===== src/rtl/gpio_cfg_slave.sv =====
module gpio_cfg_slave #(
  parameter int NUM_PINS = 10,
  parameter int SEL_W    = 4,
  parameter int DATA_W   = 32,
  parameter int ADDR_W   = 4
) (
  input  logic                  clk,
  input  logic                  rst_n,
  input  logic                  wb_cyc,
  input  logic                  wb_stb,
  input  logic                  wb_we,
  input  logic [ADDR_W-1:0]     wb_adr,
  input  logic [DATA_W-1:0]     wb_dat_w,
  input  logic [SEL_W-1:0]      wb_sel,
  output logic [DATA_W-1:0]     wb_dat_r,
  output logic                  wb_ack,
  input  logic [NUM_PINS-1:0]   pad_i,
  output logic [NUM_PINS-1:0]   pad_oe,
  output logic [NUM_PINS-1:0]   pad_o,
  output logic [NUM_PINS-1:0]   pad_pu,
  output logic [NUM_PINS-1:0]   pad_pd,
  output logic [3*NUM_PINS-1:0] pad_bank
);

  localparam int NUM_ROWS = (NUM_PINS + SEL_W - 1) / SEL_W;

  // bus geometry check at elaboration
  if (DATA_W != 8 * SEL_W || !(SEL_W == 1 || SEL_W == 2 || SEL_W == 4 || SEL_W == 8)) begin : g_bad_cfg
    $error("gpio_cfg_slave: DATA_W must be 8*SEL_W with SEL_W in {1,2,4,8}");
  end

  logic              accept;
  logic [8*NUM_PINS-1:0] rb_flat;
  logic [DATA_W-1:0] rd_next;
  logic [DATA_W-1:0] rd_q;

  assign accept = wb_cyc & wb_stb & ~wb_ack;

  for (genvar p = 0; p < NUM_PINS; p++) begin : g_pin
    localparam int ROW  = p / SEL_W;
    localparam int LANE = p % SEL_W;
    logic       hit;
    logic [7:0] rec_q;

    assign hit = accept & wb_we & (wb_adr == ADDR_W'(ROW)) & wb_sel[LANE];

    always_ff @(posedge clk) begin
      if (!rst_n)   rec_q <= '0;
      else if (hit) rec_q <= wb_dat_w[LANE*8 +: 8];
    end

    assign pad_oe[p]          = rec_q[0];
    assign pad_pu[p]          = rec_q[2];
    assign pad_pd[p]          = rec_q[3];
    assign pad_o[p]           = rec_q[4];
    assign pad_bank[3*p +: 3] = rec_q[7:5];
    assign rb_flat[8*p +: 8]  = {rec_q[7:5], rec_q[0] ? rec_q[4] : pad_i[p], rec_q[3:0]};
  end

  always_comb begin
    rd_next = '0;
    for (int p = 0; p < NUM_PINS; p++) begin
      if (wb_adr == ADDR_W'(p / SEL_W) && wb_sel[p % SEL_W])
        rd_next[(p % SEL_W)*8 +: 8] = rb_flat[8*p +: 8];
    end
  end

  always_ff @(posedge clk) begin
    if (!rst_n) begin
      wb_ack <= 1'b0;
      rd_q   <= '0;
    end else begin
      wb_ack <= accept;
      rd_q   <= (accept && !wb_we) ? rd_next : '0;
    end
  end

  assign wb_dat_r = rd_q;

  a_r6_ack_after_accept: assert property (@(posedge clk) disable iff (!rst_n)
    accept |=> wb_ack);
  a_r6_no_back_to_back: assert property (@(posedge clk) disable iff (!rst_n)
    wb_ack |=> !wb_ack);
  a_r7_quiet_data: assert property (@(posedge clk) disable iff (!rst_n)
    !wb_ack |-> wb_dat_r == '0);
  a_r3_unselected_kept: assert property (@(posedge clk) disable iff (!rst_n)
    (accept && wb_we && wb_sel == '0) |=>
      ($stable(pad_oe) && $stable(pad_o) && $stable(pad_pu) && $stable(pad_pd) && $stable(pad_bank)));
  a_r9_outside_rows_kept: assert property (@(posedge clk) disable iff (!rst_n)
    (accept && wb_we && wb_adr >= ADDR_W'(NUM_ROWS)) |=>
      ($stable(pad_oe) && $stable(pad_o) && $stable(pad_pu) && $stable(pad_pd) && $stable(pad_bank)));

endmodule


===== config.mk =====
export PLATFORM = sky130hd
export DESIGN_NAME = gpio_cfg_slave
export DESIGN_NICKNAME = d
export VERILOG_FILES = /design/src/rtl/gpio_cfg_slave.sv
export SDC_FILE = /design/constraint.sdc
export NUM_CORES = 1
export LEC_CHECK = 0
export BUFFER_PORTS_ARGS = -buffer_cell sky130_fd_sc_hd__buf_4
export CAP_MARGIN = 20
export CELL_PAD_IN_SITES_DETAIL_PLACEMENT = 1
export CELL_PAD_IN_SITES_GLOBAL_PLACEMENT = 1
export CORE_MARGIN = 2
export CORE_UTILIZATION = 41
export CTS_CLUSTER_DIAMETER = 30
export DETAILED_ROUTE_END_ITERATION = 12
export PLACE_DENSITY = 0.84
export SYNTH_ARGS = -nofsm -noshare
export SYNTH_HDL_FRONTEND = slang
export SYNTH_SLANG_ARGS = --single-unit
export TNS_END_PERCENT = 100

===== constraint.sdc =====
create_clock -name clk -period 3.95 [get_ports clk]
set_clock_uncertainty 0.1 [all_clocks]
set_input_delay 0.395 -clock clk [delete_from_list [all_inputs] [get_ports clk]]
set_output_delay 0.395 -clock clk [all_outputs]
set_load 0.03 [all_outputs]

==> impl_metrics.ini <==
[layout]
multi_input_area_mm2 = 0.00223
n_antenna_cell = 0
nNetsFinal = 677
syn_to_final_growth_pct = 25.3
drive_gt1_share_pct = 33.3
design_area_mm2 = 0.00647
fillCellCount = 1445
regArea_mm2 = 0.00226

[clocking]
postCtsSetupRepairBufs = 0
clkLatencyLatePin_ns = 0.42
cts_resized = 0
cts_root_buf = clkbuf_16
cts_buffers = 17
cts_hold_buffers = 0
clk_pin_slew_ns = 0.05
htree_levels = 4
clock_sinks = 113
clockBufferDepth = 2
cts_tree = built

[detailed_routing]
drtIter0Drc = 172
wl_per_cell_um = 17.9
dr.pass1.iters = 4
num_vias = 4128
routed_wl_mm = 14.4
route.detailed.drc = 0
via_per_inst = 5.13
antenna_left = 0

[power_and_ir_drop]
power.share.switching_pct = 22.2
seqPwrFrac_pct = 42.4
cellPowerDensity_mw_per_mm2 = 418
total_leakage_power_nw = 3.24
peakVddDrop_mv = 0.250
power.share.combinational_pct = 5.6
p_clk_share_pct = 52.0
intPower_mw = 2.10
switchingPower_uw = 600

[run]
max_cap_violations = 0

[synthesis]
synth_fp_nets = 596
ys.flop_type = dfxtp_1
synth.most_common_cell = nand2_1
synth-warning-count = 0
syn_area_mm2 = 0.00517
yosysTopAreaCellShare_pct = 43.8
synth_common_cells = nand2_1, dfxtp_1, mux2i_1, buf_4, nand3_1
ys_async_sr_fraction_pct = 0
synth.yosys.seq_area_share_pct = 43.8
synth_top_area_cell = dfxtp_1
yosysUniqueCellTypes = 25
synth_edf_count = 0
syn_avg_cell_area_um2 = 9.55
synthTopCellsByArea = dfxtp_1, mux2i_1, buf_4
postSynthCellCount = 541
synth-seq-cells = 113

[worst_hold_path]
hp-class = in2reg

[outcome]
outcome = complete, no violations

[worst_setup_path]
path_max_fanout = 10
cp_data_required_time_ns = 4.17
crit_type = reg2reg
start_kind = register
cp.arrival_ns = 2.19
worstSetupEndpointType = register

[global_route]
overflow = 0
grt_pass1_wl_mm = 22.6
grt_max_degree = 68
antenna_found_initial = 0
grt_usage_pct = 22.1
grt_pass1_vias = 4352

[floorplanning]
die_w_um = 116
core_mm2 = 0.0125
dieArea_mm2 = 0.0135
ios = 158
die_h_um = 116
start_util_pct = 41.5
rows = 41

[timing]
tightest_slew_ns = 0.877
rsz0062_at_grt = false
hold_viol = 0
hold_slack_ns = 0.155
period_needed_ns = 1.98
setup_viol = 0
min_period_over_period_pct = 50.0
slew_violations = 0
tns_ns = 0
slew_headroom_pct = 41.4
fmax_mhz = 506

[place]
hpwl_mm = 10.0
routabilityCongestion = 0.766
port_buffers = 157
place_area_mm2 = 0.00593
==> worst paths after layout <==
kind | slack, ns | cells after the start | startpoint | endpoint
worst min-delay path | 0.16 | 3 | wb_dat_w[25] | g_pin[7].rec_q[1]
worst max register to register | 1.97 | 3 | wb_ack | g_pin[2].rec_q[1]
worst min register to register | 0.36 | 2 | g_pin[1].rec_q[1] | g_pin[1].rec_q[1]
worst max-delay path | 1.97 | 3 | wb_ack | g_pin[2].rec_q[1]
==> worst max-delay path: stages (launching register included) <==
cell	delay (ns)
dfxtp_1	0.32
and4b_1	0.69
nand3_2	0.44
mux2i_1	0.32
==> power by group through the flow <==
stage               clock network [mW]  logic [mW]  registers (mW)
floorplan                            0      0.0810            1.17
global placement                     0       0.148            1.17
detailed placement                   0       0.153            1.17
CTS                               1.43       0.154            1.15
global route                      1.49       0.166            1.14
finish                            1.40       0.153            1.15
==> flip-flops by register name (all words and copies together), names as in the netlist <==
signal,count
g_pin.rec_q,80
wb_dat_r,32
wb_ack,1
==> cells in the final DEF (no fill, tap or decap) <==
master / instances
nand4b_4: 1
nand2b_1: 1
and4b_1: 1
o211a_1: 9
clkbuf_16: 17
clkinv_2: 6
o21ai_0: 6
a21oi_1: 18
o2111a_1: 6
clkbuf_8: 3
clkbuf_1: 3
o221a_2: 1
buf_4: 159
o2bb2ai_1: 8
nand3_1: 33
nand3_4: 2
nand3_2: 8
nor2_1: 8
nor2b_1: 3
nand2_1: 114
or3_1: 6
mux2_2: 5
mux2i_1: 85
nor2b_4: 1
nor3b_4: 6
dfxtp_1: 113
bufinv_16: 1
nor2_2: 1
inv_1: 8
==> logic make-up after synthesis <==
kind of cell           count (synthesis)  share of synthesized area, %
and+or+nand+nor                      185                          18.5
muxes                                 90                          17.6
DFF                                  113                          43.8
buffers and inverters                105                          13.2
AOI/OAI and AO/OA                     48                          6.95
==> layout make-up <==
| type | instances | share of cell area [%] |
|---|---|---|
| sequential | 113 | 35.0 |
| multi-input combinational | 323 | 34.5 |
| tap | 172 | 3.32 |
| clock inverter | 7 | 0.928 |
| clock buffer | 23 | 7.38 |
| timing repair buffer | 159 | 18.4 |
| inverter | 8 | 0.464 |
==> routing by layer <==
metal	wire (µm)	vias up	share of wire (%)	track usage, %
met5	0	-	0	0
met2	7030	142	49	36.9
met4	313	0	2.2	9.60
met3	1080	28	7.5	7.84
li1	-	1938	-	-
met1	5970	2020	41	25.6
==> through the flow <==
stage                     std cells  total power [mW]  setup WS [ns]  utilization (%)
final                           805              2.70           1.97             51.9
after global routing            805              2.80           1.83             51.9
after CTS                       805              2.73           1.95             51.9
after detailed placement        775              1.32           1.59             47.6
after global placement          775              1.32           1.67             47.6
after floorplan                 541              1.25           2.43                -
Note: power is estimated with default switching activity, not from simulation.
